===== src/rtl/rdx_pkg.sv =====
package rdx_pkg;
    typedef enum logic [2:0] {
        ST_IDLE,
        ST_DIV,
        ST_EMIT,
        ST_FRAC,
        ST_FIN
    } rdx_state_e;

    localparam int unsigned RADIX_W = 5;
    localparam int unsigned DIGIT_W = 4;
endpackage


===== src/rtl/rdx_div.sv =====
module rdx_div #(
    parameter int unsigned NUM_W = 8,
    parameter int unsigned DEN_W = 5
) (
    input  logic             clk,
    input  logic             rst_n,
    input  logic             go_i,
    input  logic [NUM_W-1:0] num_i,
    input  logic [DEN_W-1:0] den_i,
    output logic             done_o,
    output logic [NUM_W-1:0] quo_o,
    output logic [DEN_W-1:0] rem_o
);
    localparam int unsigned CW = $clog2(NUM_W + 1);

    typedef struct packed {
        logic             run;
        logic             done;
        logic [CW-1:0]    cnt;
        logic [NUM_W-1:0] quo;
        logic [DEN_W-1:0] rem;
        logic [DEN_W-1:0] den;
    } div_t;

    div_t cur_q, nxt_d;
    logic [DEN_W:0] trial_d;

    always_comb begin
        nxt_d      = cur_q;
        nxt_d.done = 1'b0;
        trial_d    = {cur_q.rem, cur_q.quo[NUM_W-1]};
        if (go_i) begin
            nxt_d.run = 1'b1;
            nxt_d.cnt = CW'(NUM_W);
            nxt_d.quo = num_i;
            nxt_d.rem = '0;
            nxt_d.den = den_i;
        end else if (cur_q.run) begin
            if (trial_d >= {1'b0, cur_q.den}) begin
                nxt_d.rem = DEN_W'(trial_d - {1'b0, cur_q.den});
                nxt_d.quo = {cur_q.quo[NUM_W-2:0], 1'b1};
            end else begin
                nxt_d.rem = trial_d[DEN_W-1:0];
                nxt_d.quo = {cur_q.quo[NUM_W-2:0], 1'b0};
            end
            nxt_d.cnt = cur_q.cnt - 1'b1;
            if (cur_q.cnt == CW'(1)) begin
                nxt_d.run  = 1'b0;
                nxt_d.done = 1'b1;
            end
        end
    end

    always_ff @(posedge clk or negedge rst_n) begin
        if (!rst_n) cur_q <= '0;
        else        cur_q <= nxt_d;
    end

    assign done_o = cur_q.done;
    assign quo_o  = cur_q.quo;
    assign rem_o  = cur_q.rem;

    AST_REM_BELOW_DIVISOR: assert property (@(posedge clk) disable iff (!rst_n)
        done_o |-> (rem_o < cur_q.den));
    AST_NO_GO_WHILE_RUN: assert property (@(posedge clk) disable iff (!rst_n)
        cur_q.run |-> !go_i);
endmodule


===== src/rtl/rdx_lifo.sv =====
module rdx_lifo #(
    parameter int unsigned W     = 4,
    parameter int unsigned DEPTH = 8
) (
    input  logic                       clk,
    input  logic                       rst_n,
    input  logic                       push_i,
    input  logic                       pop_i,
    input  logic [W-1:0]               din_i,
    output logic [W-1:0]               top_o,
    output logic [$clog2(DEPTH+1)-1:0] cnt_o
);
    localparam int unsigned CW = $clog2(DEPTH + 1);
    localparam int unsigned AW = (DEPTH > 1) ? $clog2(DEPTH) : 1;

    typedef struct packed {
        logic [DEPTH-1:0][W-1:0] mem;
        logic [CW-1:0]           cnt;
    } lifo_t;

    lifo_t cur_q, nxt_d;
    logic [AW-1:0] wr_idx_d, top_idx_d;

    always_comb begin
        nxt_d     = cur_q;
        wr_idx_d  = AW'(cur_q.cnt);
        top_idx_d = AW'(cur_q.cnt - 1'b1);
        if (push_i) begin
            nxt_d.mem[wr_idx_d] = din_i;
            nxt_d.cnt           = cur_q.cnt + 1'b1;
        end else if (pop_i) begin
            nxt_d.cnt = cur_q.cnt - 1'b1;
        end
    end

    always_ff @(posedge clk or negedge rst_n) begin
        if (!rst_n) cur_q <= '0;
        else        cur_q <= nxt_d;
    end

    assign top_o = cur_q.mem[top_idx_d];
    assign cnt_o = cur_q.cnt;

    AST_LIFO_NO_OVERFLOW: assert property (@(posedge clk) disable iff (!rst_n)
        push_i |-> (cur_q.cnt < CW'(DEPTH)));
    AST_LIFO_NO_UNDERFLOW: assert property (@(posedge clk) disable iff (!rst_n)
        pop_i |-> (cur_q.cnt != '0));
    AST_LIFO_ONE_OP: assert property (@(posedge clk) disable iff (!rst_n)
        !(push_i && pop_i));
endmodule


===== src/rtl/rdx_conv.sv =====
module rdx_conv
    import rdx_pkg::*;
#(
    parameter int unsigned INT_W  = 8,
    parameter int unsigned FRAC_W = 12,
    parameter int unsigned FCNT_W = 4
) (
    input  logic                    clk,
    input  logic                    rst_n,
    input  logic                    start_i,
    input  logic [INT_W+FRAC_W-1:0] value_i,
    input  logic [4:0]              radix_i,
    input  logic [FCNT_W-1:0]       frac_cnt_i,
    output logic                    busy_o,
    output logic                    done_o,
    output logic                    digit_valid_o,
    output logic [3:0]              digit_o,
    output logic                    digit_is_frac_o
);
    localparam int unsigned PW    = FRAC_W + RADIX_W;
    localparam int unsigned DEPTH = INT_W;
    localparam int unsigned CW    = $clog2(DEPTH + 1);

    typedef struct packed {
        rdx_state_e         state;
        logic [FRAC_W-1:0]  frac;
        logic [RADIX_W-1:0] radix;
        logic [FCNT_W-1:0]  fleft;
        logic [DIGIT_W-1:0] dig;
        logic               dvalid;
        logic               dfrac;
        logic               done;
    } conv_t;

    conv_t cur_q, nxt_d;

    logic               div_go_d;
    logic [INT_W-1:0]   div_num_d;
    logic [RADIX_W-1:0] div_den_d;
    logic               div_done;
    logic [INT_W-1:0]   div_quo;
    logic [RADIX_W-1:0] div_rem;
    logic               push_d, pop_d;
    logic [DIGIT_W-1:0] lifo_top;
    logic [CW-1:0]      lifo_cnt;
    logic [PW-1:0]      prod_d;

    rdx_div #(.NUM_W(INT_W), .DEN_W(RADIX_W)) u_div (
        .clk    (clk),
        .rst_n  (rst_n),
        .go_i   (div_go_d),
        .num_i  (div_num_d),
        .den_i  (div_den_d),
        .done_o (div_done),
        .quo_o  (div_quo),
        .rem_o  (div_rem)
    );

    rdx_lifo #(.W(DIGIT_W), .DEPTH(DEPTH)) u_lifo (
        .clk    (clk),
        .rst_n  (rst_n),
        .push_i (push_d),
        .pop_i  (pop_d),
        .din_i  (div_rem[DIGIT_W-1:0]),
        .top_o  (lifo_top),
        .cnt_o  (lifo_cnt)
    );

    always_comb begin
        nxt_d        = cur_q;
        nxt_d.dvalid = 1'b0;
        nxt_d.done   = 1'b0;
        div_go_d     = 1'b0;
        push_d       = 1'b0;
        pop_d        = 1'b0;
        div_num_d    = div_quo;
        div_den_d    = cur_q.radix;
        prod_d       = PW'(cur_q.frac) * PW'(cur_q.radix);
        case (cur_q.state)
            ST_IDLE: begin
                div_num_d = value_i[INT_W+FRAC_W-1:FRAC_W];
                div_den_d = radix_i;
                if (start_i) begin
                    div_go_d    = 1'b1;
                    nxt_d.frac  = value_i[FRAC_W-1:0];
                    nxt_d.radix = radix_i;
                    nxt_d.fleft = frac_cnt_i;
                    nxt_d.state = ST_DIV;
                end
            end
            ST_DIV: begin
                if (div_done) begin
                    push_d = 1'b1;
                    if (div_quo == '0) nxt_d.state = ST_EMIT;
                    else               div_go_d    = 1'b1;
                end
            end
            ST_EMIT: begin
                pop_d        = 1'b1;
                nxt_d.dig    = lifo_top;
                nxt_d.dvalid = 1'b1;
                nxt_d.dfrac  = 1'b0;
                if (lifo_cnt == CW'(1))
                    nxt_d.state = (cur_q.fleft != '0) ? ST_FRAC : ST_FIN;
            end
            ST_FRAC: begin
                nxt_d.dig    = prod_d[FRAC_W +: DIGIT_W];
                nxt_d.frac   = prod_d[FRAC_W-1:0];
                nxt_d.dvalid = 1'b1;
                nxt_d.dfrac  = 1'b1;
                nxt_d.fleft  = cur_q.fleft - 1'b1;
                if (cur_q.fleft == FCNT_W'(1)) nxt_d.state = ST_FIN;
            end
            ST_FIN: begin
                nxt_d.done  = 1'b1;
                nxt_d.state = ST_IDLE;
            end
            default: nxt_d.state = ST_IDLE;
        endcase
    end

    always_ff @(posedge clk or negedge rst_n) begin
        if (!rst_n) begin
            cur_q       <= '0;
            cur_q.state <= ST_IDLE;
        end else begin
            cur_q <= nxt_d;
        end
    end

    assign busy_o          = (cur_q.state != ST_IDLE);
    assign done_o          = cur_q.done;
    assign digit_valid_o   = cur_q.dvalid;
    assign digit_o         = cur_q.dig;
    assign digit_is_frac_o = cur_q.dfrac;

    AST_RADIX_LEGAL: assert property (@(posedge clk) disable iff (!rst_n)
        (start_i && !busy_o) |-> (radix_i >= 5'd2 && radix_i <= 5'd16));
    AST_DIGIT_BELOW_RADIX: assert property (@(posedge clk) disable iff (!rst_n)
        digit_valid_o |-> ({1'b0, digit_o} < cur_q.radix));
    AST_DONE_SINGLE: assert property (@(posedge clk) disable iff (!rst_n)
        done_o |=> !done_o);
    AST_DONE_AFTER_DIGIT: assert property (@(posedge clk) disable iff (!rst_n)
        done_o |-> ($past(digit_valid_o) && !busy_o));
    AST_DIGIT_WHILE_BUSY: assert property (@(posedge clk) disable iff (!rst_n)
        digit_valid_o |-> busy_o);
    AST_FRAC_STAYS_FRAC: assert property (@(posedge clk) disable iff (!rst_n)
        (digit_valid_o && $past(digit_valid_o && digit_is_frac_o)) |-> digit_is_frac_o);
    AST_START_IGNORED: assert property (@(posedge clk) disable iff (!rst_n)
        (busy_o && start_i && cur_q.state != ST_FIN) |=> $stable(cur_q.radix));
endmodule


===== config.mk =====
export PLATFORM = sky130hd
export DESIGN_NAME = rdx_conv
export DESIGN_NICKNAME = d
export VERILOG_FILES = /design/src/rtl/rdx_pkg.sv /design/src/rtl/rdx_div.sv /design/src/rtl/rdx_lifo.sv /design/src/rtl/rdx_conv.sv
export SDC_FILE = /design/constraint.sdc
export NUM_CORES = 1
export LEC_CHECK = 0
export BUFFER_PORTS_ARGS = -buffer_cell sky130_fd_sc_hd__buf_2
export CORE_ASPECT_RATIO = 1.5
export CORE_UTILIZATION = 55
export DETAILED_ROUTE_END_ITERATION = 6
export PLACE_DENSITY = 0.84
export SLEW_MARGIN = 40
export SYNTH_ARGS = -nofsm -noshare
export SYNTH_HDL_FRONTEND = slang
export SYNTH_HIERARCHICAL = 1
export SYNTH_SLANG_ARGS = --single-unit

===== constraint.sdc =====
create_clock -name clk -period 7.6 [get_ports clk]
set_clock_uncertainty 0.1 [all_clocks]
set_input_delay 0.76 -clock clk [delete_from_list [all_inputs] [get_ports clk]]
set_output_delay 0.76 -clock clk [all_outputs]
set_load 0.01 [all_outputs]

Word-level counts from Yosys, hierarchy flattened. Index checks and enable logic that the tools add are counted.

Flip-flop bits (word level): 91. Logic and storage cells: 92. Output and inout bits: 8. Input port bits: 32.

Reductions and logical operators: 13. $add $sub $neg: 5. Magnitude comparators: 4. Equality and inequality tests: 13. Mux-type cells: 33. Multipliers: 1.

Operator list (number): $bwmux 32 (1); $mux 24 (1); $pmux 12 s2 (1); $mux 19 (1); $mux 17 (1); $mul 12x5->16 (1); $mux 4 (4); $mux 3 (5); $bmux 4 s3 (1); $demux 4 s3 (1); $eq 4x1->1 const B (3); $pmux 3 s4 (1); $pmux 6 s2 (1); $sub 4x1->4 const B (3); $mux 1 (9); $logic_not 8->1 (1); $lt 3x4->1 const B (2); $mux 8 (1); $ne 2x2->1 const B (4); $pmux 4 s2 (1); $reduce_bool 2->1 (4); $eq 3x2->1 const B (2); $ge 6x5->1 (1); $mux 6 (1); 15 further kinds (18).

Depth between registers and ports, before layout.
Word-level depth: 6. Mapped depth: 15. Mapped depth without buffers: 14.

Hierarchy. The synthesis kept the hierarchy.

Modules (own cells, without submodules): rdx_conv (area an instance 3403.3 µm², times used 1, seq. area each 775.7 µm², cells an instance 396); rdx_lifo (area an instance 1756.7 µm², times used 1, seq. area each 900.9 µm², cells an instance 116); rdx_div (area an instance 1390.1 µm², times used 1, seq. area each 600.6 µm², cells an instance 145).

Worst setup path after synthesis. OpenSTA, ideal clock, no wires.

Path kind: register -> register. From: reg cur_q[15] (netlist name). To: reg cur_q (netlist bit digit_o[2]). Slack: 3.597 ns. Arrival: 3.839 ns. Data required time: 7.436 ns. Path buffers: 1. Clock period less this slack: 4.003 ns. Cell stages (with the launch flop): 14. Setup time: 0.064 ns. Cell sequence: dfrtp_1 > clkbuf_1 > and2_1 > fa_1 > fa_1 > inv_1 > fa_1 > inv_1 > ha_1 > a21oi_2 > o221ai_2 > a221o_1 > a2111oi_2 > a211o_1.

RTL lines: to (signal assigned) (RTL line rdx_conv.sv:127) `cur_q <= nxt_d;`; to (decl) (RTL line rdx_conv.sv:35) `conv_t cur_q, nxt_d;`.

==> out/summary.txt <==
Post-CTS Repair Setup Buffers: 0
Max-slew violation count: 0
Layout area overhead: 6.62%
Routed WL: 14500 um
Hpwl dp: 11000 um
Crit-path max FO: 14
Htree depth: 3
Clock sink count: 91
Syn Nets: 754
ANT cells: 0
Critical path class: flop to flop
Initial Util: 56.7%
Critical path's top delay family: adder cells
Fmax achieved: 238 MHz
Via Count: 4773
Setup Viol. Count Final: 0
Most repeated library cell on the critical path: fa_1
Buffers on Ports: 39
Met3 Use GR: 3.42%
Total gr overflow: 0
Nets: 762
Met1 usage: 27.6%
CP endpoint kind: flop
Tcrit/Tclk final: 55.3%
Drt drc: 0
Via density per instance: 5.83
Die footprint: 12300 um2
Post-route ant nets: 0
Core area: 11500 um2
Mapped Cells: 656
GP Congestion: 0.877
Outcome: completed
Worst slew pin tran: 810 ps
Layer with the highest usage: met2
Syn Std Cell Area: 6540 um2
Largest net degree at the start of global routing: 53
Final Hold Fails: 0
Crit-path cells: and2_1, fa_1, fa_1, inv_1, fa_1, inv_1, ha_1, a21oi_2, o221ai_2, a221o_1, a2111oi_2, a211o_1
Tightest Hold Check Type: primary input to asynchronous set/reset pin
Post-route minimum period: 4200 ps
Crit-path max cell delay: 550 ps
Vias in the first global route: 5006
# rows: 48
Worst endpoint required time: 7780 ps
Relative slew slack: 46.0%
CP arrival: 4380 ps
PostCTS Resize Cnt: 0
Clock-pin slew on the worst setup and hold paths: 70 ps
MaxCap Viol Count: 0
DIE HEIGHT: 136 um
RSZ-0062 raised after global routing: no
Synth Area per Inst: 9.97 um2
Die Span X: 91.1 um
I/O pins: 40
CTS tree: built
Overall Global Routing Usage: 25.0%
# hold bufs at CTS: 0
Global Route met2 Usage: 45.3%
Antenna violations before repair: 0
DRT iter0 DRCs: 325
Clk_lat worst skew: 340 ps
Filler cell count: 943
Setup crit start kind: flop
Number of buffer and inverter instances along the worst setup path: 2
Clk buf depth: 2
Setup tns final: 0 ps
First-pass GRT wire length: 23800 um
Share of cells above drive strength 1: 18.8%
Pre-antenna DRT Iters: 5
Max stage delay cell, worst path: fa_1
CTS root buf: clkbuf_16
Ys Warns: 6
CTS buffer count: 9
WL per Instance: 17.7 um
-- layout by cell type, fill, tap and decap left out, drive strengths merged, types with 9 or more instances in the layout --
cell type  count
nand2         92
dfrtp         91
inv           66
mux2          51
buf           42
and2          38
ha            36
fa            30
o21ai         28
nor2          24
a21oi         24
xnor2         16
nand3         12
clkbuf        11
nor3          10
xor2           9
-- path summary, 6_finish.rpt --
kind,from,end,slack [ps],depth (start not counted)
max in group asynchronous,rst_n,u_lifo/cur_q[10],6050,2
max,cur_q[15],digit_o[2],3400,12
min,rst_n,u_div/quo_o[6],290,1
min in group clk,u_lifo/cnt_o[3],u_lifo/cnt_o[3],380,1
min reg2reg,u_lifo/cnt_o[3],u_lifo/cnt_o[3],380,1
max reg2reg,cur_q[15],digit_o[2],3400,12
-- metrics by stage --
step	area, um2	hold WS [ps]	worst slack (ps)	cells	utilization, %
floorplan	6540	348	3600	656	-
global placement	6690	363	3520	803	58.0
detailed placement	6690	372	3390	803	58.0
CTS	6980	309	3400	819	60.5
global route	6980	320	3240	819	60.5
finish	6980	291	3400	819	60.5
-- final cells by class --
cell class                 count  area, um2  area share, %
clock inverter                 5       45.0          0.646
inverter                      63        236           3.39
sequential                    91       2280           32.6
multi-input combinational    457       3770           54.0
tap                          150        188           2.69
clock buffer                  11        243           3.48
timing repair buffer          42        220           3.16
-- per-layer routing --
layer / up-vias / wire [um] / share of wire (%)
li1: 2218 / - / -
met1: 2359 / 5280 / 36
met2: 149 / 7840 / 54
met3: 47 / 638 / 4.4
met4: 0 / 715 / 4.9
met5: - / 0 / 0
-- registers in the layout, indices dropped and copies added (netlist names) --
signal / cells
u_lifo/cur_q: 32
cur_q: 24
u_div/cur_q: 10
u_div/quo_o: 8
u_div/rem_o: 5
digit_o: 4
u_lifo/cnt_o: 4
digit_is_frac_o: 1
digit_valid_o: 1
done_o: 1
u_div/done_o: 1
-- worst register-to-register path, cell delays in order, from the launching register on --
cell and delay, ps:
dfrtp_1 510, and2_1 230, fa_1 510, fa_1 550
inv_1 60, fa_1 530, inv_1 40, ha_1 360
a21oi_2 180, o221ai_2 170, a221o_1 380, a2111oi_2 380
a211o_1 150
Power is not shown: default switching activity piles up to over one toggle a cycle in this logic, so the estimate is an artifact.
